**config.mk**
```make
export PLATFORM = sky130hd
export DESIGN_NAME = port_reset_chirp_seq
export DESIGN_NICKNAME = d
export VERILOG_FILES = /design/src/rtl/rcs_pkg.sv /design/src/rtl/rcs_counter.sv /design/src/rtl/rcs_kfilter.sv /design/src/rtl/rcs_fsm.sv /design/src/rtl/port_reset_chirp_seq.sv
export SDC_FILE = /design/constraint.sdc
export NUM_CORES = 1
export LEC_CHECK = 0
export BUFFER_PORTS_ARGS = -buffer_cell sky130_fd_sc_hd__buf_2
export CAP_MARGIN = 40
export CORE_ASPECT_RATIO = 0.8
export CORE_MARGIN = 2
export CORE_UTILIZATION = 41
export DETAILED_ROUTE_END_ITERATION = 8
export GPL_TIMING_DRIVEN = 0
export REMOVE_ABC_BUFFERS = 1
export SYNTH_ARGS = -nofsm -noshare
export SYNTH_HDL_FRONTEND = slang
export SYNTH_SLANG_ARGS = --single-unit
export TNS_END_PERCENT = 10
```
**constraint.sdc**
```tcl
create_clock -name clk -period 4.45 [get_ports clk]
set_input_delay 0.6675 -clock clk [delete_from_list [all_inputs] [get_ports clk]]
set_output_delay 0.6675 -clock clk [all_outputs]
set_load 0.02 [all_outputs]
```
**src/rtl/rcs_pkg.sv**
```systemverilog
// Shared encodings for the port reset and chirp sequencer.
// Assumes: codes on the ports are the plain 2-bit values listed in the brief.
package rcs_pkg;
    typedef enum logic [1:0] {LN_SE0 = 2'd0, LN_J = 2'd1, LN_K = 2'd2, LN_SE1 = 2'd3} line_e;
    typedef enum logic [1:0] {DRV_IDLE = 2'd0, DRV_SE0 = 2'd1, DRV_K = 2'd2, DRV_J = 2'd3} drv_e;
    typedef enum logic [1:0] {SPD_FS = 2'd0, SPD_LS = 2'd1, SPD_HS = 2'd2, SPD_RSV = 2'd3} spd_e;
    typedef enum logic [2:0] {
        ST_IDLE, ST_RST, ST_DEVK, ST_RESP, ST_HUBK, ST_HUBJ, ST_TAIL
    } st_e;
endpackage

```
**src/rtl/rcs_counter.sv**
```systemverilog
// Up-counter with synchronous clear, used for the reset window and phase timing.
// Assumes: the owner clears it before the count can wrap.
module rcs_counter #(
    parameter int W = 8
) (
    input  logic         clk,
    input  logic         rst_n,
    input  logic         clr,
    input  logic         inc,
    output logic [W-1:0] cnt
);
    // Count cycles; clear has priority over increment.
    always_ff @(posedge clk) begin
        if (!rst_n)   cnt <= '0;
        else if (clr) cnt <= '0;
        else if (inc) cnt <= cnt + 1'b1;
    end
endmodule

```
**src/rtl/rcs_kfilter.sv**
```systemverilog
// Filters the device chirp K: asserts hit on the FILT_CYC-th consecutive
// cycle of K while enabled. Any non-K cycle or disable restarts the count.
// Assumes: FILT_CYC >= 1.
module rcs_kfilter #(
    parameter int FILT_CYC = 4
) (
    input  logic clk,
    input  logic rst_n,
    input  logic en,
    input  logic is_k,
    output logic hit
);
    localparam int FW = $clog2(FILT_CYC + 1);
    localparam logic [FW-1:0] LAST = FW'(FILT_CYC - 1);

    logic [FW-1:0] kcnt;

    // Count consecutive K samples, saturating at the last value.
    always_ff @(posedge clk) begin
        if (!rst_n || !en || !is_k) kcnt <= '0;
        else if (kcnt != LAST)      kcnt <= kcnt + 1'b1;
    end

    assign hit = en && is_k && (kcnt == LAST);
endmodule

```
**src/rtl/rcs_fsm.sv**
```systemverilog
// Sequencer control: walks reset SE0, device chirp wait, response delay,
// hub K/J pairs and SE0 tail, and produces done, speed and disconnect event.
// Assumes: RST_CYC > 2*CHIRP_CYC + GUARD_CYC + RESP_CYC + FILT_CYC.
module rcs_fsm
    import rcs_pkg::*;
#(
    parameter int RST_CYC   = 600000,
    parameter int RESP_CYC  = 600,
    parameter int CHIRP_CYC = 3000,
    parameter int GUARD_CYC = 9000,
    parameter int RW        = 20,
    parameter int PW        = 12
) (
    input  logic          clk,
    input  logic          rst_n,
    input  logic          req,
    input  logic          low_spd,
    input  logic          disc,
    input  logic          line_k,
    input  logic          k_hit,
    input  logic [RW-1:0] rst_cnt,
    input  logic [PW-1:0] ph_cnt,
    output st_e           st,
    output logic          ph_clr,
    output logic          filt_en,
    output logic          done,
    output logic [1:0]    spd,
    output logic          disc_evt
);
    localparam int LIMIT = RST_CYC - 2 * CHIRP_CYC - GUARD_CYC - 1;
    localparam logic [RW-1:0] RST_LAST = RW'(RST_CYC - 1);
    localparam logic [RW-1:0] ROOM_MAX = RW'(LIMIT);
    localparam logic [PW-1:0] RESP_LAST = PW'(RESP_CYC - 1);
    localparam logic [PW-1:0] CHIRP_LAST = PW'(CHIRP_CYC - 1);

    st_e  nxt;
    logic ls_q, hs_q;
    logic win_end, room, pair_end;

    assign win_end  = (rst_cnt == RST_LAST);
    assign room     = (rst_cnt <= ROOM_MAX);
    assign pair_end = (st == ST_HUBJ) && (ph_cnt == CHIRP_LAST);
    assign filt_en  = (st == ST_RST) && !ls_q;
    assign ph_clr   = (nxt != st);

    // Next-state selection; disconnect, then window end, take priority.
    always_comb begin
        nxt = st;
        if (st == ST_IDLE) begin
            if (req) nxt = ST_RST;
        end else if (disc || win_end) begin
            nxt = ST_IDLE;
        end else begin
            case (st)
                ST_RST:  if (k_hit) nxt = ST_DEVK;
                ST_DEVK: if (!line_k) nxt = ST_RESP;
                ST_RESP: if (ph_cnt == RESP_LAST) nxt = room ? ST_HUBK : ST_TAIL;
                ST_HUBK: if (ph_cnt == CHIRP_LAST) nxt = ST_HUBJ;
                ST_HUBJ: if (pair_end) nxt = room ? ST_HUBK : ST_TAIL;
                default: nxt = st;
            endcase
        end
    end

    // State register.
    always_ff @(posedge clk) begin
        if (!rst_n) st <= ST_IDLE;
        else        st <= nxt;
    end

    // Per-sequence flags: low speed captured at start, high speed after a pair.
    always_ff @(posedge clk) begin
        if (!rst_n) begin
            ls_q <= 1'b0;
            hs_q <= 1'b0;
        end else if (st == ST_IDLE && req) begin
            ls_q <= low_spd;
            hs_q <= 1'b0;
        end else if (pair_end && !disc && !win_end) begin
            hs_q <= 1'b1;
        end
    end

    // Completion, abort event and speed result.
    always_ff @(posedge clk) begin
        if (!rst_n) begin
            done     <= 1'b0;
            disc_evt <= 1'b0;
            spd      <= SPD_FS;
        end else begin
            done     <= (st != ST_IDLE) && !disc && win_end;
            disc_evt <= (st != ST_IDLE) && disc;
            if ((st != ST_IDLE) && !disc && win_end)
                spd <= ls_q ? SPD_LS : (hs_q ? SPD_HS : SPD_FS);
        end
    end
endmodule

```
**src/rtl/port_reset_chirp_seq.sv**
```systemverilog
// Top of the downstream port reset and chirp sequencer. Connects the window
// and phase counters, the device chirp filter and the control machine, and
// decodes the drive command from the state.
// Assumes: line_st is synchronous to clk; durations are given in cycles.
module port_reset_chirp_seq
    import rcs_pkg::*;
#(
    parameter int RST_CYC   = 600000,
    parameter int FILT_CYC  = 150,
    parameter int RESP_CYC  = 600,
    parameter int CHIRP_CYC = 3000,
    parameter int GUARD_CYC = 9000
) (
    input  logic       clk,
    input  logic       rst_n,
    input  logic       rst_req,
    input  logic       low_spd,
    input  logic       disc,
    input  logic [1:0] line_st,
    output logic [1:0] drv_cmd,
    output logic       done,
    output logic [1:0] spd,
    output logic       disc_evt
);
    localparam int RW = $clog2(RST_CYC + 1);
    localparam int PMAX = (RESP_CYC > CHIRP_CYC) ? RESP_CYC : CHIRP_CYC;
    localparam int PW = $clog2(PMAX + 1);

    st_e           st;
    logic [RW-1:0] rst_cnt;
    logic [PW-1:0] ph_cnt;
    logic          ph_clr, filt_en, k_hit, line_k;

    assign line_k = (line_st == LN_K);

    rcs_counter #(.W(RW)) u_win_cnt (
        .clk(clk), .rst_n(rst_n), .clr(st == ST_IDLE), .inc(1'b1), .cnt(rst_cnt)
    );

    rcs_counter #(.W(PW)) u_ph_cnt (
        .clk(clk), .rst_n(rst_n), .clr(ph_clr), .inc(1'b1), .cnt(ph_cnt)
    );

    rcs_kfilter #(.FILT_CYC(FILT_CYC)) u_kfilt (
        .clk(clk), .rst_n(rst_n), .en(filt_en), .is_k(line_k), .hit(k_hit)
    );

    rcs_fsm #(
        .RST_CYC(RST_CYC), .RESP_CYC(RESP_CYC), .CHIRP_CYC(CHIRP_CYC),
        .GUARD_CYC(GUARD_CYC), .RW(RW), .PW(PW)
    ) u_fsm (
        .clk(clk), .rst_n(rst_n), .req(rst_req), .low_spd(low_spd), .disc(disc),
        .line_k(line_k), .k_hit(k_hit), .rst_cnt(rst_cnt), .ph_cnt(ph_cnt),
        .st(st), .ph_clr(ph_clr), .filt_en(filt_en), .done(done), .spd(spd),
        .disc_evt(disc_evt)
    );

    // Drive command decode from the current state.
    always_comb begin
        case (st)
            ST_IDLE: drv_cmd = DRV_IDLE;
            ST_HUBK: drv_cmd = DRV_K;
            ST_HUBJ: drv_cmd = DRV_J;
            default: drv_cmd = DRV_SE0;
        endcase
    end
endmodule

```
==> run_results.csv <==
group,metric,value,unit
grt,first_global_vias,1970,
grt,track_usage,16.63,%
cts,cts_resized,0,
synth,synth_fa_ha_area_share,1.899,%
detailed_routing,dr.pass1.iters,4,
finish,area_delta_synth_final,7.123,%
synth,synth_top_family_by_area,"simple AND/OR/NAND/NOR gates",
sta,fmax,0.3913,GHz
finish,instances_no_fill,397,
cts,clk_pin_slew,0.09,ns
finish,diodes,0,
floorplan,die_y,75.71,um
grt,grt_overflow_total,0,
synth,synth_edf_count,0,
sta,fin_crit_sh,57.43,%
run,drv_cap,0,
place,place.port_buffers,12,
critical_path,cp-start-kind,"flip-flop",
sta,period_needed,2.556,ns
detailed_routing,drt_iter0_markers,69,
finish,nets,323,
sta,hold_slack,0.4632,ns
sta,finalSetupViolCount,0,
cts,cts.sinks,49,
sta,finClkSkew,0.005640,ns
detailed_routing,wl_per_cell,13.27,um
worst_hold_path,hold_class,"flip-flop to flip-flop",
grt,antenna_found_initial,0,
floorplan,rows,26,
critical_path,cp.required,4.61,ns
synth,synth_area,2635,um^2
cts,clock-root-buffer,"clkbuf_8",
finish,layout_commonest_cell,"dfxtp_1",
cts,cts_max_level,2,
finish,drive_gt1_share,13.42,%
detailed_routing,route.detailed.drc,0,
critical_path,crit_arrival,2.72,ns
floorplan,core-area,6311,um^2
synth,yosysSeqAreaShare,37.23,%
critical_path,cp-end-kind,"flip-flop",
synth,ys.warnings.count,0,
critical_path,crit_fanout,12,
place,gp_congestion,0.7713,
cts,cts_tree,"done",
cts,cts_buffers,5,
place,hpwl,3746,um
sta,max_slew_margin,52.45,%
synth,avgSynthCellArea,8.696,um^2
place,dp.cells,389,
cts,cts_setup_buffers,0,
finish,fill_cells,655,
synth,synth_cells,303,
floorplan,initial_core_util,41.75,%
grt,grt_start_max_net_pins,16,
grt,grtUsageMet1,23.96,%
sta,hold_violations,0,
synth,async_flop_share,0,%
detailed_routing,wl,5269,um
critical_path,path_class,"flip-flop to flip-flop",
floorplan,die_w,93.63,um
synth,synthMuxAreaShare,1.330,%
power,p_leak,0.9076,nW
sta,setup_tns,0,ns
grt,use_met2,24.62,%
detailed_routing,vias,2123,
cts,postCtsHoldBufs,0,
synth,synth-xor-area-share,10.64,%
finish,final_cell_mix,"dfxtp_1, nor2_1, nand3_1, nand2_1, xor2_1",
sta,rsz0062_at_grt,"false",
grt,grt.met3_usage,3.561,%
floorplan,dieArea,7088,um^2
detailed_routing,vias_per_cell,5.348,
cts,clock_path_buffers,2,
power,vdd_drop_max,0.1055,mV
sta,worst_pin_slew,0.7133,ns
synth,ys_ff_latch,49,
synth,ys_types,55,
synth,synth_top_flop_cell,"dfxtp_1",
detailed_routing,drtAntennaViolNets,0,
power,power.density,264.6,nW/um^2
synth,synth_compound_area_share,8.025,%
sta,slew_violations,0,
grt,busiest_layer,"met2",
cts,clock_latency,0.31,ns
floorplan,num_io_pins,13,
outcome,status,"completed",
grt,grt_first_pass_wirelength,9177,um
synth,synthSimpleGateAreaFrac,36.70,%
-- worst max-delay path, stage by stage, from the launching register on --
cell      delay [ns]
dfxtp_1         0.61
inv_2           0.12
nor4_1          0.50
nand4_1         0.17
a211oi_1        0.25
o22a_1          0.64
nor4_1          0.12
-- power by group --
| part | internal [W] | leakage (nW) | switching [W] |
|---|---|---|---|
| sequential | 0.000442 | 0.395 | 0.00000542 |
| clock | 0.000112 | 0.0395 | 0.000146 |
| combinational | 0.0000145 | 0.473 | 0.0000278 |
-- metal layers --
layer / vias up / wire length, um
li1: 1084 / -
met1: 989 / 2796
met4: 0 / 85
met3: 8 / 249
met2: 42 / 2137
met5: - / 0
-- logic make-up after synthesis --
group           Yosys count
simple gates            166
fa+ha+maj                 4
buf+inv                  20
flops                    49
mux                       3
xor+xnor                 32
compound gates           29
-- synthesized netlist by cell type (all sizes together) (3+ instances only) --
library cell  count  share of area [%]
a21oi             6                1.1
a31oi             4                1.5
and3              5                1.2
buf               6                2.2
clkbuf            5               0.71
dfxtp            49                 37
ha                4                1.9
inv               9                1.3
nand2            26                3.7
nand2b            4               0.95
nand3            27                5.1
nand4             7                1.7
nand4b            5                1.9
nand4bb           3                1.9
nor2             42                6.3
nor2b             3               0.81
nor3             18                4.9
nor4              9                3.4
o21ai            10                2.2
or3               3               0.71
xnor2            14                4.7
xor2             18                6.0
-- final timing paths --
path / startpoint / endpoint / slack (ns) / cells past startpoint
worst min-delay path: u_win_cnt.cnt[0] / u_win_cnt.cnt[0] / 0.46 / 1
worst max register to register: u_fsm.st[2] / u_ph_cnt.cnt[2] / 1.89 / 6
worst max-delay path: u_fsm.st[2] / u_ph_cnt.cnt[2] / 1.89 / 6
worst min register to register: u_win_cnt.cnt[0] / u_win_cnt.cnt[0] / 0.46 / 1
-- through the flow --
stage | utilization, % | total power [W] | setup slack [ns] | area [um^2]
floorplan | - | 0.0004838 | 2.240 | 2559
global placement | 43.16 | 0.0004976 | 1.398 | 2724
detailed placement | 43.46 | 0.0005001 | 1.956 | 2743
CTS | 44.73 | 0.0007617 | 1.933 | 2823
global route | 44.73 | 0.0007771 | 1.660 | 2823
finish | 44.73 | 0.0007470 | 1.894 | 2823
-- sequential cells by signal (all words and copies together) (netlist names) --
name            count
u_win_cnt.cnt      20
u_ph_cnt.cnt       12
u_kfilt.kcnt        8
u_fsm.st            3
u_fsm.spd           2
u_fsm.disc_evt      1
u_fsm.done          1
u_fsm.hs_q          1
u_fsm.ls_q          1
-- area by class of cell --
cell class / count / area (um^2) / area share [%]
well taps: 84 / 105.1 / 3.723
flip-flops and latches: 49 / 980.9 / 34.75
multi-input cells: 234 / 1548 / 54.83
repair buffers: 13 / 75.07 / 2.660
inverters: 9 / 33.78 / 1.197
clock buffers: 8 / 80.08 / 2.837
Note: power is estimated with default switching activity, not from simulation.
